File: config.mk
export PLATFORM = sky130hd
export DESIGN_NAME = tod_counter
export DESIGN_NICKNAME = d
export VERILOG_FILES = /design/src/rtl/tod_pkg.sv /design/src/rtl/tod_regs.sv /design/src/rtl/tod_step.sv /design/src/rtl/tod_state.sv /design/src/rtl/tod_counter.sv
export SDC_FILE = /design/constraint.sdc
export NUM_CORES = 2
export LEC_CHECK = 0
export BUFFER_PORTS_ARGS = -buffer_cell sky130_fd_sc_hd__buf_2
export CAP_MARGIN = 20
export CELL_PAD_IN_SITES_DETAIL_PLACEMENT = 2
export CELL_PAD_IN_SITES_GLOBAL_PLACEMENT = 2
export CORE_AREA = 3 3 375 414
export DETAILED_ROUTE_END_ITERATION = 7
export DIE_AREA = 0 0 378 417
export PLACE_DENSITY = 0.88
export SLEW_MARGIN = 5
export SYNTH_ARGS = -nofsm -noshare
export SYNTH_HDL_FRONTEND = slang
export SYNTH_SLANG_ARGS = --single-unit
File: constraint.sdc
create_clock -name clk -period 11.1 [get_ports clk]
set_clock_uncertainty 0.15 [all_clocks]
set_input_delay 2.22 -clock clk [delete_from_list [all_inputs] [get_ports clk]]
set_output_delay 2.22 -clock clk [all_outputs]
set_load 0.1 [all_outputs]
File: src/rtl/tod_pkg.sv
package tod_pkg;
   localparam logic [2:0] OP_NONE = 3'd0;
   localparam logic [2:0] OP_LOAD = 3'd1;
   localparam logic [2:0] OP_ADD  = 3'd3;
   localparam logic [2:0] OP_SUB  = 3'd4;
   localparam int         OP_LSB  = 26;

   localparam logic [3:0] A_CTRL     = 4'd0;
   localparam logic [3:0] A_STEP     = 4'd1;
   localparam logic [3:0] A_STG_NS   = 4'd2;
   localparam logic [3:0] A_STG_FRAC = 4'd3;
   localparam logic [3:0] A_STG_SEC  = 4'd4;
   localparam logic [3:0] A_STG_CUR  = 4'd5;
   localparam logic [3:0] A_STG_NXT  = 4'd6;
   localparam logic [3:0] A_SEC_LEN  = 4'd7;
   localparam logic [3:0] A_NOW      = 4'd8;
   localparam logic [3:0] A_SEC      = 4'd9;
   localparam logic [3:0] A_FRAC     = 4'd10;
   localparam logic [3:0] A_CUR      = 4'd11;
   localparam logic [3:0] A_NXT      = 4'd12;

   localparam logic [63:0] NS_PER_SEC = 64'd1_000_000_000;
endpackage

File: src/rtl/tod_regs.sv
module tod_regs
   import tod_pkg::*;
#(
   parameter int          SEC_W   = 48,
   parameter logic [63:0] LEN_RST = NS_PER_SEC,
   parameter bit          RD_REG  = 1'b0
) (
   input  logic             clk,
   input  logic             rst_n,
   input  logic             wr_en,
   input  logic [3:0]       wr_addr,
   input  logic [63:0]      wr_data,
   input  logic [3:0]       rd_addr,
   input  logic [SEC_W-1:0] t_sec,
   input  logic [31:0]      t_ns,
   input  logic [31:0]      t_frac,
   input  logic [63:0]      t_cur,
   input  logic [63:0]      t_nxt,
   output logic             en,
   output logic [2:0]       op,
   output logic [63:0]      step,
   output logic [31:0]      stg_ns,
   output logic [31:0]      stg_frac,
   output logic [SEC_W-1:0] stg_sec,
   output logic [63:0]      stg_cur,
   output logic [63:0]      stg_nxt,
   output logic [63:0]      sec_len,
   output logic [63:0]      rd_data
);
   logic [63:0] rd_mux;

   always_ff @(posedge clk) begin
      if (!rst_n) begin
         en       <= 1'b0;
         op       <= OP_NONE;
         step     <= '0;
         stg_ns   <= '0;
         stg_frac <= '0;
         stg_sec  <= '0;
         stg_cur  <= '0;
         stg_nxt  <= '0;
         sec_len  <= LEN_RST;
      end else begin
         if (op != OP_NONE) op <= OP_NONE;
         if (wr_en) begin
            case (wr_addr)
               A_CTRL: begin
                  en <= wr_data[0];
                  op <= wr_data[OP_LSB +: 3];
               end
               A_STEP:     step     <= wr_data;
               A_STG_NS:   stg_ns   <= wr_data[31:0];
               A_STG_FRAC: stg_frac <= wr_data[31:0];
               A_STG_SEC:  stg_sec  <= wr_data[SEC_W-1:0];
               A_STG_CUR:  stg_cur  <= wr_data;
               A_STG_NXT:  stg_nxt  <= wr_data;
               A_SEC_LEN:  sec_len  <= wr_data;
               default: ;
            endcase
         end
      end
   end

   always_comb begin
      case (rd_addr)
         A_CTRL:     rd_mux = 64'(en) | (64'(op) << OP_LSB);
         A_STEP:     rd_mux = step;
         A_STG_NS:   rd_mux = 64'(stg_ns);
         A_STG_FRAC: rd_mux = 64'(stg_frac);
         A_STG_SEC:  rd_mux = 64'(stg_sec);
         A_STG_CUR:  rd_mux = stg_cur;
         A_STG_NXT:  rd_mux = stg_nxt;
         A_SEC_LEN:  rd_mux = sec_len;
         A_NOW:      rd_mux = {t_sec[31:0], t_ns};
         A_SEC:      rd_mux = 64'(t_sec);
         A_FRAC:     rd_mux = 64'(t_frac);
         A_CUR:      rd_mux = t_cur;
         A_NXT:      rd_mux = t_nxt;
         default:    rd_mux = '0;
      endcase
   end

   generate
      if (RD_REG) begin : g_rd_flop
         logic [63:0] rd_q;
         always_ff @(posedge clk) begin
            if (!rst_n) rd_q <= '0;
            else        rd_q <= rd_mux;
         end
         assign rd_data = rd_q;
      end else begin : g_rd_comb
         assign rd_data = rd_mux;
      end
   endgenerate

   // a pending code is consumed after one edge unless rewritten
   p_op_selfclear_r4: assert property (@(posedge clk) disable iff (!rst_n)
      (op != OP_NONE && !(wr_en && wr_addr == A_CTRL)) |=> (op == OP_NONE));
endmodule

File: src/rtl/tod_step.sv
module tod_step
   import tod_pkg::*;
#(
   parameter int SEC_W = 48
) (
   input  logic             en,
   input  logic [2:0]       op,
   input  logic [63:0]      step,
   input  logic [31:0]      stg_ns,
   input  logic [63:0]      sec_len,
   input  logic [SEC_W-1:0] t_sec,
   input  logic [31:0]      t_ns,
   input  logic [31:0]      t_frac,
   input  logic [63:0]      t_cur,
   input  logic [63:0]      t_nxt,
   output logic [SEC_W-1:0] n_sec,
   output logic [31:0]      n_ns,
   output logic [31:0]      n_frac,
   output logic [63:0]      n_cur,
   output logic [63:0]      n_nxt,
   output logic             carry,
   output logic             borrow
);
   localparam int SW = 64 + 3;

   logic [31:0]          span;
   logic signed [SW-1:0] sum, span_fx, len_fx, adj_fx, res;

   always_comb begin
      span    = t_nxt[31:0] - t_cur[31:0];
      span_fx = $signed({3'b000, span, 32'd0});
      len_fx  = $signed({3'b000, sec_len[31:0], 32'd0});
      adj_fx  = $signed({3'b000, stg_ns, 32'd0});
      sum     = $signed({3'b000, t_ns, t_frac});
      if (en) sum = sum + $signed({3'b000, step});
      if (op == OP_ADD)      sum = sum + adj_fx;
      else if (op == OP_SUB) sum = sum - adj_fx;

      borrow = sum[SW-1];
      carry  = !sum[SW-1] && (sum >= span_fx);

      n_sec = t_sec;
      n_cur = t_cur;
      n_nxt = t_nxt;
      res   = sum;
      if (carry) begin
         res   = sum - span_fx;
         n_sec = t_sec + 1'b1;
         n_cur = t_nxt;
         n_nxt = t_nxt + sec_len;
      end else if (borrow) begin
         res   = sum + len_fx;
         n_sec = t_sec - 1'b1;
         n_cur = t_cur - sec_len;
         n_nxt = t_cur;
      end
      n_ns   = res[63:32];
      n_frac = res[31:0];
   end
endmodule

File: src/rtl/tod_state.sv
module tod_state
   import tod_pkg::*;
#(
   parameter int          SEC_W   = 48,
   parameter logic [63:0] LEN_RST = NS_PER_SEC
) (
   input  logic             clk,
   input  logic             rst_n,
   input  logic             en,
   input  logic [2:0]       op,
   input  logic [31:0]      stg_ns,
   input  logic [31:0]      stg_frac,
   input  logic [SEC_W-1:0] stg_sec,
   input  logic [63:0]      stg_cur,
   input  logic [63:0]      stg_nxt,
   input  logic [SEC_W-1:0] n_sec,
   input  logic [31:0]      n_ns,
   input  logic [31:0]      n_frac,
   input  logic [63:0]      n_cur,
   input  logic [63:0]      n_nxt,
   input  logic             carry,
   input  logic             borrow,
   output logic [SEC_W-1:0] t_sec,
   output logic [31:0]      t_ns,
   output logic [31:0]      t_frac,
   output logic [63:0]      t_cur,
   output logic [63:0]      t_nxt
);
   always_ff @(posedge clk) begin
      if (!rst_n) begin
         t_sec  <= '0;
         t_ns   <= '0;
         t_frac <= '0;
         t_cur  <= '0;
         t_nxt  <= LEN_RST;
      end else if (op == OP_LOAD) begin
         t_sec  <= stg_sec;
         t_ns   <= stg_ns;
         t_frac <= stg_frac;
         t_cur  <= stg_cur;
         t_nxt  <= stg_nxt;
      end else begin
         t_sec  <= n_sec;
         t_ns   <= n_ns;
         t_frac <= n_frac;
         t_cur  <= n_cur;
         t_nxt  <= n_nxt;
      end
   end

   // nanoseconds stay inside the running second
   p_ns_below_span_r3: assert property (@(posedge clk) disable iff (!rst_n)
      (64'(t_ns) < (t_nxt - t_cur)));

   // a rollover hands the next boundary to the current one
   p_roll_follow_r3: assert property (@(posedge clk) disable iff (!rst_n)
      (carry && op != OP_LOAD) |=> (t_cur == $past(t_nxt)));

   // a borrow moves the next boundary back to the old current one
   p_borrow_back_r7: assert property (@(posedge clk) disable iff (!rst_n)
      (borrow && op != OP_LOAD) |=> (t_nxt == $past(t_cur)));

   // disabled and idle means frozen time
   p_hold_when_off_r2: assert property (@(posedge clk) disable iff (!rst_n)
      (!en && op == OP_NONE) |=> ($stable(t_ns) && $stable(t_frac) && $stable(t_sec)));

   // outside a load the seconds move by at most one per edge
   p_sec_single_step_r6: assert property (@(posedge clk) disable iff (!rst_n)
      (op != OP_LOAD) |=> (t_sec == $past(t_sec) || t_sec == $past(t_sec) + 1'b1
                           || t_sec == $past(t_sec) - 1'b1));
endmodule

File: src/rtl/tod_counter.sv
module tod_counter
   import tod_pkg::*;
#(
   parameter int          SEC_W   = 48,
   parameter logic [63:0] LEN_RST = NS_PER_SEC,
   parameter bit          RD_REG  = 1'b0
) (
   input  logic             clk,
   input  logic             rst_n,
   input  logic             wr_en,
   input  logic [3:0]       wr_addr,
   input  logic [63:0]      wr_data,
   input  logic [3:0]       rd_addr,
   output logic [63:0]      rd_data,
   output logic [SEC_W-1:0] tod_sec,
   output logic [31:0]      tod_ns,
   output logic [31:0]      tod_frac
);
   generate
      if (SEC_W < 32 || SEC_W > 64) begin : g_bad_sec_w
         $error("tod_counter: SEC_W must lie in 32..64");
      end
      if (LEN_RST == 64'd0 || LEN_RST > 64'hFFFF_FFFF) begin : g_bad_len
         $error("tod_counter: LEN_RST must be nonzero and fit 32 bits");
      end
   endgenerate

   logic             en;
   logic [2:0]       op;
   logic [63:0]      step, stg_cur, stg_nxt, sec_len;
   logic [31:0]      stg_ns, stg_frac;
   logic [SEC_W-1:0] stg_sec;
   logic [SEC_W-1:0] t_sec, n_sec;
   logic [31:0]      t_ns, t_frac, n_ns, n_frac;
   logic [63:0]      t_cur, t_nxt, n_cur, n_nxt;
   logic             carry, borrow;

   tod_regs #(.SEC_W(SEC_W), .LEN_RST(LEN_RST), .RD_REG(RD_REG)) u_regs (
      .clk(clk), .rst_n(rst_n), .wr_en(wr_en), .wr_addr(wr_addr), .wr_data(wr_data),
      .rd_addr(rd_addr), .t_sec(t_sec), .t_ns(t_ns), .t_frac(t_frac),
      .t_cur(t_cur), .t_nxt(t_nxt), .en(en), .op(op), .step(step),
      .stg_ns(stg_ns), .stg_frac(stg_frac), .stg_sec(stg_sec),
      .stg_cur(stg_cur), .stg_nxt(stg_nxt), .sec_len(sec_len), .rd_data(rd_data)
   );

   tod_step #(.SEC_W(SEC_W)) u_step (
      .en(en), .op(op), .step(step), .stg_ns(stg_ns), .sec_len(sec_len),
      .t_sec(t_sec), .t_ns(t_ns), .t_frac(t_frac), .t_cur(t_cur), .t_nxt(t_nxt),
      .n_sec(n_sec), .n_ns(n_ns), .n_frac(n_frac), .n_cur(n_cur), .n_nxt(n_nxt),
      .carry(carry), .borrow(borrow)
   );

   tod_state #(.SEC_W(SEC_W), .LEN_RST(LEN_RST)) u_state (
      .clk(clk), .rst_n(rst_n), .en(en), .op(op),
      .stg_ns(stg_ns), .stg_frac(stg_frac), .stg_sec(stg_sec),
      .stg_cur(stg_cur), .stg_nxt(stg_nxt),
      .n_sec(n_sec), .n_ns(n_ns), .n_frac(n_frac), .n_cur(n_cur), .n_nxt(n_nxt),
      .carry(carry), .borrow(borrow),
      .t_sec(t_sec), .t_ns(t_ns), .t_frac(t_frac), .t_cur(t_cur), .t_nxt(t_nxt)
   );

   assign tod_sec  = t_sec;
   assign tod_ns   = t_ns;
   assign tod_frac = t_frac;
endmodule

==> reports/qor.txt, run 1 <==
Seq cells post-synth - 612
Outcome - did not finish
Post-Syn Area per Cell - 7.351 um2
Netlist cell types - 94
CTS sink count - 612
CTS H-Tree Depth - 3
Hold-fix buffers, CTS - 0
Syn. warnings - 0
Initial Util - 0.3283
PortBufs - 250
Dominant cells by area after synthesis - dfxtp_1 (25%), ha_1 (9.9%), a21oi_1 (8.4%)
Die width - 378 um
DP HPWL - 255400 um
Synth Instances - 6772
Run Error - [ERROR GRT-0232] Routing congestion too high. Check the congestion heatmap in the GUI.
Antenna violations before repair - 172
Dpl ws - -1735 ps
Cts bufs inserted - 73
Total gr overflow - 137
Synth top cells by count - nand2_1 (1036), a21oi_1 (839), dfxtp_1 (612)
I/O Pins - 251
Share of the synthesized area in the top cell type - 0.2461
Most frequent cell after synthesis - nand2_1
Ys flop type - dfxtp_1
Stage reached - 5_1_grt
Clock Tree Root - clkbuf_16
Placed cells - 9410
Clock buffer depth - 3
WEP type - register data pin
Post-Syn Nets - 7251
Synth area leader - dfxtp_1
Async set-reset flop share out of synthesis - 0
Post-synth EDFFs - 0
DIE HEIGHT - 417 um
Row count - 150
Pin count of the biggest net entering global routing - 163
Post-GRT worst EP - u_state.t_sec[44]$_SDFFE_PN0P_/D
Routability cong. - 1.045
Syn Std Cell Area - 49780 um2
Overall routing resource usage - 0.7902
Sequential area share after synthesis - 0.2461
per-stage QoR:
step	cell area (um2)	TNS, ps	utilization
after floorplan	50030	-37.05	-
after global placement	58850	-16640	0.3881
after detailed placement	58870	-41630	0.3882
after CTS	63110	-6264	0.4161
what timing repair did:
action	CTS
gates cloned	3
hold endpoints to repair	0
setup buffers	68
resized for setup	231
pin swaps	114
setup endpoints to repair	190
cells by family after synthesis:
group	count (synthesis)	synth area share
AND/OR/NAND/NOR	2192	0.1970
AO/OA/AOI/OAI	2467	0.3249
buffers and inverters	698	0.05500
XOR/XNOR	269	0.04733
flip-flops	612	0.2461
adder cells (fa/ha/maj)	404	0.1029
multiplexers	130	0.02672
routing by layer:
layer / global-route usage / overflow
met3: 0.7135 / 7
met2: 0.8985 / 65
met5: 0.6124 / 1
met4: 0.7878 / 64
met1: 0.7644 / 0
==> inputs of run 2 (changes only) <==
Settings changed: CELL_PAD_IN_SITES_DETAIL_PLACEMENT 2 to unset, CELL_PAD_IN_SITES_GLOBAL_PLACEMENT 2 to unset, CORE_AREA 3 3 375 414 to 3 3 357 359, DIE_AREA 0 0 378 417 to 0 0 360 362, PLACE_DENSITY 0.88 to unset, PLACE_DENSITY_LB_ADDON set to 0.15.
Clock period 11.1 ns to 14.4 ns, I/O delays scaled along.
==> run 2 against run 1 <==
The flow now finishes, with violations (DRC). Synthesized cell count unchanged. Area after synthesis unchanged.
==> reports/qor.txt, run 2 <==
Outcome - complete, but fails checks
Failing checks - DRC
Post-synth EDFFs - 0 (unchanged)
Die width - 360 um (-4.8%)
DIE HEIGHT - 362 um (-13%)
Crit path buf inv count - 3
Pin count of the biggest net entering global routing - 112
Final Hold Vio Count - 0
Max Clock Freq - 0.07268 GHz
Number of vias per cell - 6.658
Final period utilization - 0.9554
Initial Util - 0.4010 (+0.07279)
Synth Instances - 6772 (unchanged)
Ys flop type - dfxtp_1
Row count - 129 (-14%)
CTS tree - done
I/O Pins - 251 (unchanged)
Netlist cell types - 94 (unchanged)
Min cycle time layout - 13760 ps
DR pass1 iterations - 8
CTS H-Tree Depth - 3 (unchanged)
Clock buffer depth - 3 (unchanged)
Fillers - 12722
Layout cells sized above 1 - 0.08881
Slowest cell on the critical path - or4_1
Design area - 55270 um2
CP Max Fanout - 38
Max transition margin - 0.2392
Latest clock arrival within the worst-skew pair - 710 ps
Cts bufs inserted - 77 (+5.5%)
PortBufs - 250 (unchanged)
Syn. warnings - 0 (unchanged)
Placed cells - 8337 (-11%)
Seq cells post-synth - 612 (unchanged)
Fin nets - 7259
Post-Syn Nets - 7251 (unchanged)
Post-layout util - 0.4453
Via count - 56529
Fin cells - 8491
VDD IR max - 0.2939 mV
Post-Route Setup TNS - 0 ps
Logic gate share of total power - 0.670
Worst Setup Start Kind - flip-flop
Commonest non-fill, non-tap cell in the layout - nand2_1
CP peak stage delay - 560 ps
Antenna violations before repair - 39
Total gr overflow - 0
Clock Tree Root - clkbuf_16
Dominant cells by area after synthesis - dfxtp_1 (25%), ha_1 (9.9%), a21oi_1 (8.4%)
Reg clk slew, reported paths - 60 ps
Post-DP Area - 52480 um2 (-11%)
Share of the synthesized area in the top cell type - 0.2461 (unchanged)
Footprint of the multi-input gates - 35000 um2
Synth top cells by count - nand2_1 (1036), a21oi_1 (839), dfxtp_1 (612)
Most frequent cells in the layout - nand2_1 (1034), a21oi_1 (836), dfxtp_1 (611)
Nature of the critical path endpoint - flip-flop
Internal power - 6.343 mW
Psw - 7.475 mW
RSZ-0062 raised after global routing - false
Hold-fix buffers, CTS - 0 (unchanged)
Overall routing resource usage - 0.3894
Sequential area share after synthesis - 0.2461 (unchanged)
Synth area leader - dfxtp_1
Clock power share - 0.155
Die Area - 130300 um2
Async set-reset flop share out of synthesis - 0 (unchanged)
Sw frac - 0.5410
Avg WL per Cell - 31.40 um
# setup viols final - 0
Initial DRC Count - 8425
Most frequent cell after synthesis - nand2_1
Final Slew Violations - 0
Vias in the first global route - 50662
HP Class - flip-flop to flip-flop
Routability cong. - 1.019 (-2.4%)
Reg area - 12260 um2
Worst path top cell family by delay - compound AO/OA/AOI/OAI gates
Power Density - 250.0 nW/um2
Leak - 22.46 nW
Core area - 124100 um2
Crit path DAT - 14170 ps
Syn Std Cell Area - 49780 um2 (unchanged)
Slew @ Worst Pin - 1141 ps
Worst path required time - 14810 ps
Max-Cap Viols - 0
First-pass GRT wire length - 373900 um
Seq pwr share - 0.175
WS Path Type - flip-flop to flip-flop
Synth-to-Final Area Change - 11.02%
Post-Syn Area per Cell - 7.351 um2 (unchanged)
Drt drc - 5
CTS sink count - 612 (unchanged)
DP HPWL - 195700 um (-23%)
Final ANT Viol Nets - 0
Final wirelength - 266600 um
## run 2: worst paths after layout
kind              slack, ps           endpoint  cells past startpoint              start
setup / recovery        640  u_state.t_sec[47]                     51  u_state.t_frac[3]
hold / removal          320  u_regs.stg_nxt[1]                      2  u_regs.stg_nxt[1]
setup reg to reg        640  u_state.t_sec[47]                     51  u_state.t_frac[3]
hold reg to reg         320  u_regs.stg_nxt[1]                      2  u_regs.stg_nxt[1]
## run 2: repair_timing
action	CTS	global route
setup buffers	0	0
endpoints found under the hold margin	0	0
setup endpoints to repair	0	14
gates resized for setup	0	8
## run 2: final cells by class
type / instances / share of cell area
Inverter: 251 / 0.01718
Clock inverter: 34 / 0.009826
Timing Repair Buffer: 376 / 0.04134
Tap cell: 1637 / 0.03706
Sequential cell: 612 / 0.2218
Clock buffer: 100 / 0.03860
Multi-Input combinational cell: 5462 / 0.6334
Antenna cell: 19 / 0.0008603
## run 2: cell families after synthesis
| kind of cell | Yosys count | synth area share |
|---|---|---|
| compound gates | 2467 | 0.3249 |
| simple gates | 2192 | 0.1970 |
| buf+inv | 698 | 0.05500 |
| flops | 612 | 0.2461 |
| fa+ha+maj | 404 | 0.1029 |
| xor+xnor | 269 | 0.04733 |
| mux | 130 | 0.02672 |
## run 2: worst reg2reg max path: cells and delay by family, from the launching register on
kind | cells | cell delay, ps
multiplexers | 2 | 460
flip-flops | 1 | 350
buffers and inverters | 3 | 650
AND/OR/NAND/NOR | 17 | 4070
adder cells (fa/ha/maj) | 4 | 1550
XOR/XNOR | 1 | 150
AO/OA/AOI/OAI | 24 | 6230
## run 2: through the flow
stage,hold WS [ps],setup WS [ps],power (mW)
finish,316.8,641.6,13.82
global route,330.7,14.53,14.51
CTS,319.0,244.6,13.50
detailed placement,311.0,321.3,11.34
global placement,306.9,532.1,11.32
floorplan,293.9,1429,8.750
## run 2: power groups by stage
| stage | Combinational (mW) | Clock [mW] | Sequential [mW] |
|---|---|---|---|
| after global placement | 8.91 | 0 | 2.42 |
| after global routing | 9.89 | 2.21 | 2.41 |
| after detailed placement | 8.92 | 0 | 2.42 |
| after CTS | 8.97 | 2.15 | 2.38 |
| after floorplan | 5.92 | 0 | 2.83 |
| final | 9.26 | 2.14 | 2.42 |
## run 2: layer usage
layer  up-vias  routed length (um)  GRT usage
li1      24999                   -          -
met1     27251              110500     0.5407
met2      3677              104600     0.5355
met3       590               35750     0.1197
met4        12               15670     0.2033
met5         -                  84          0
(Power assumes the default switching activity.)
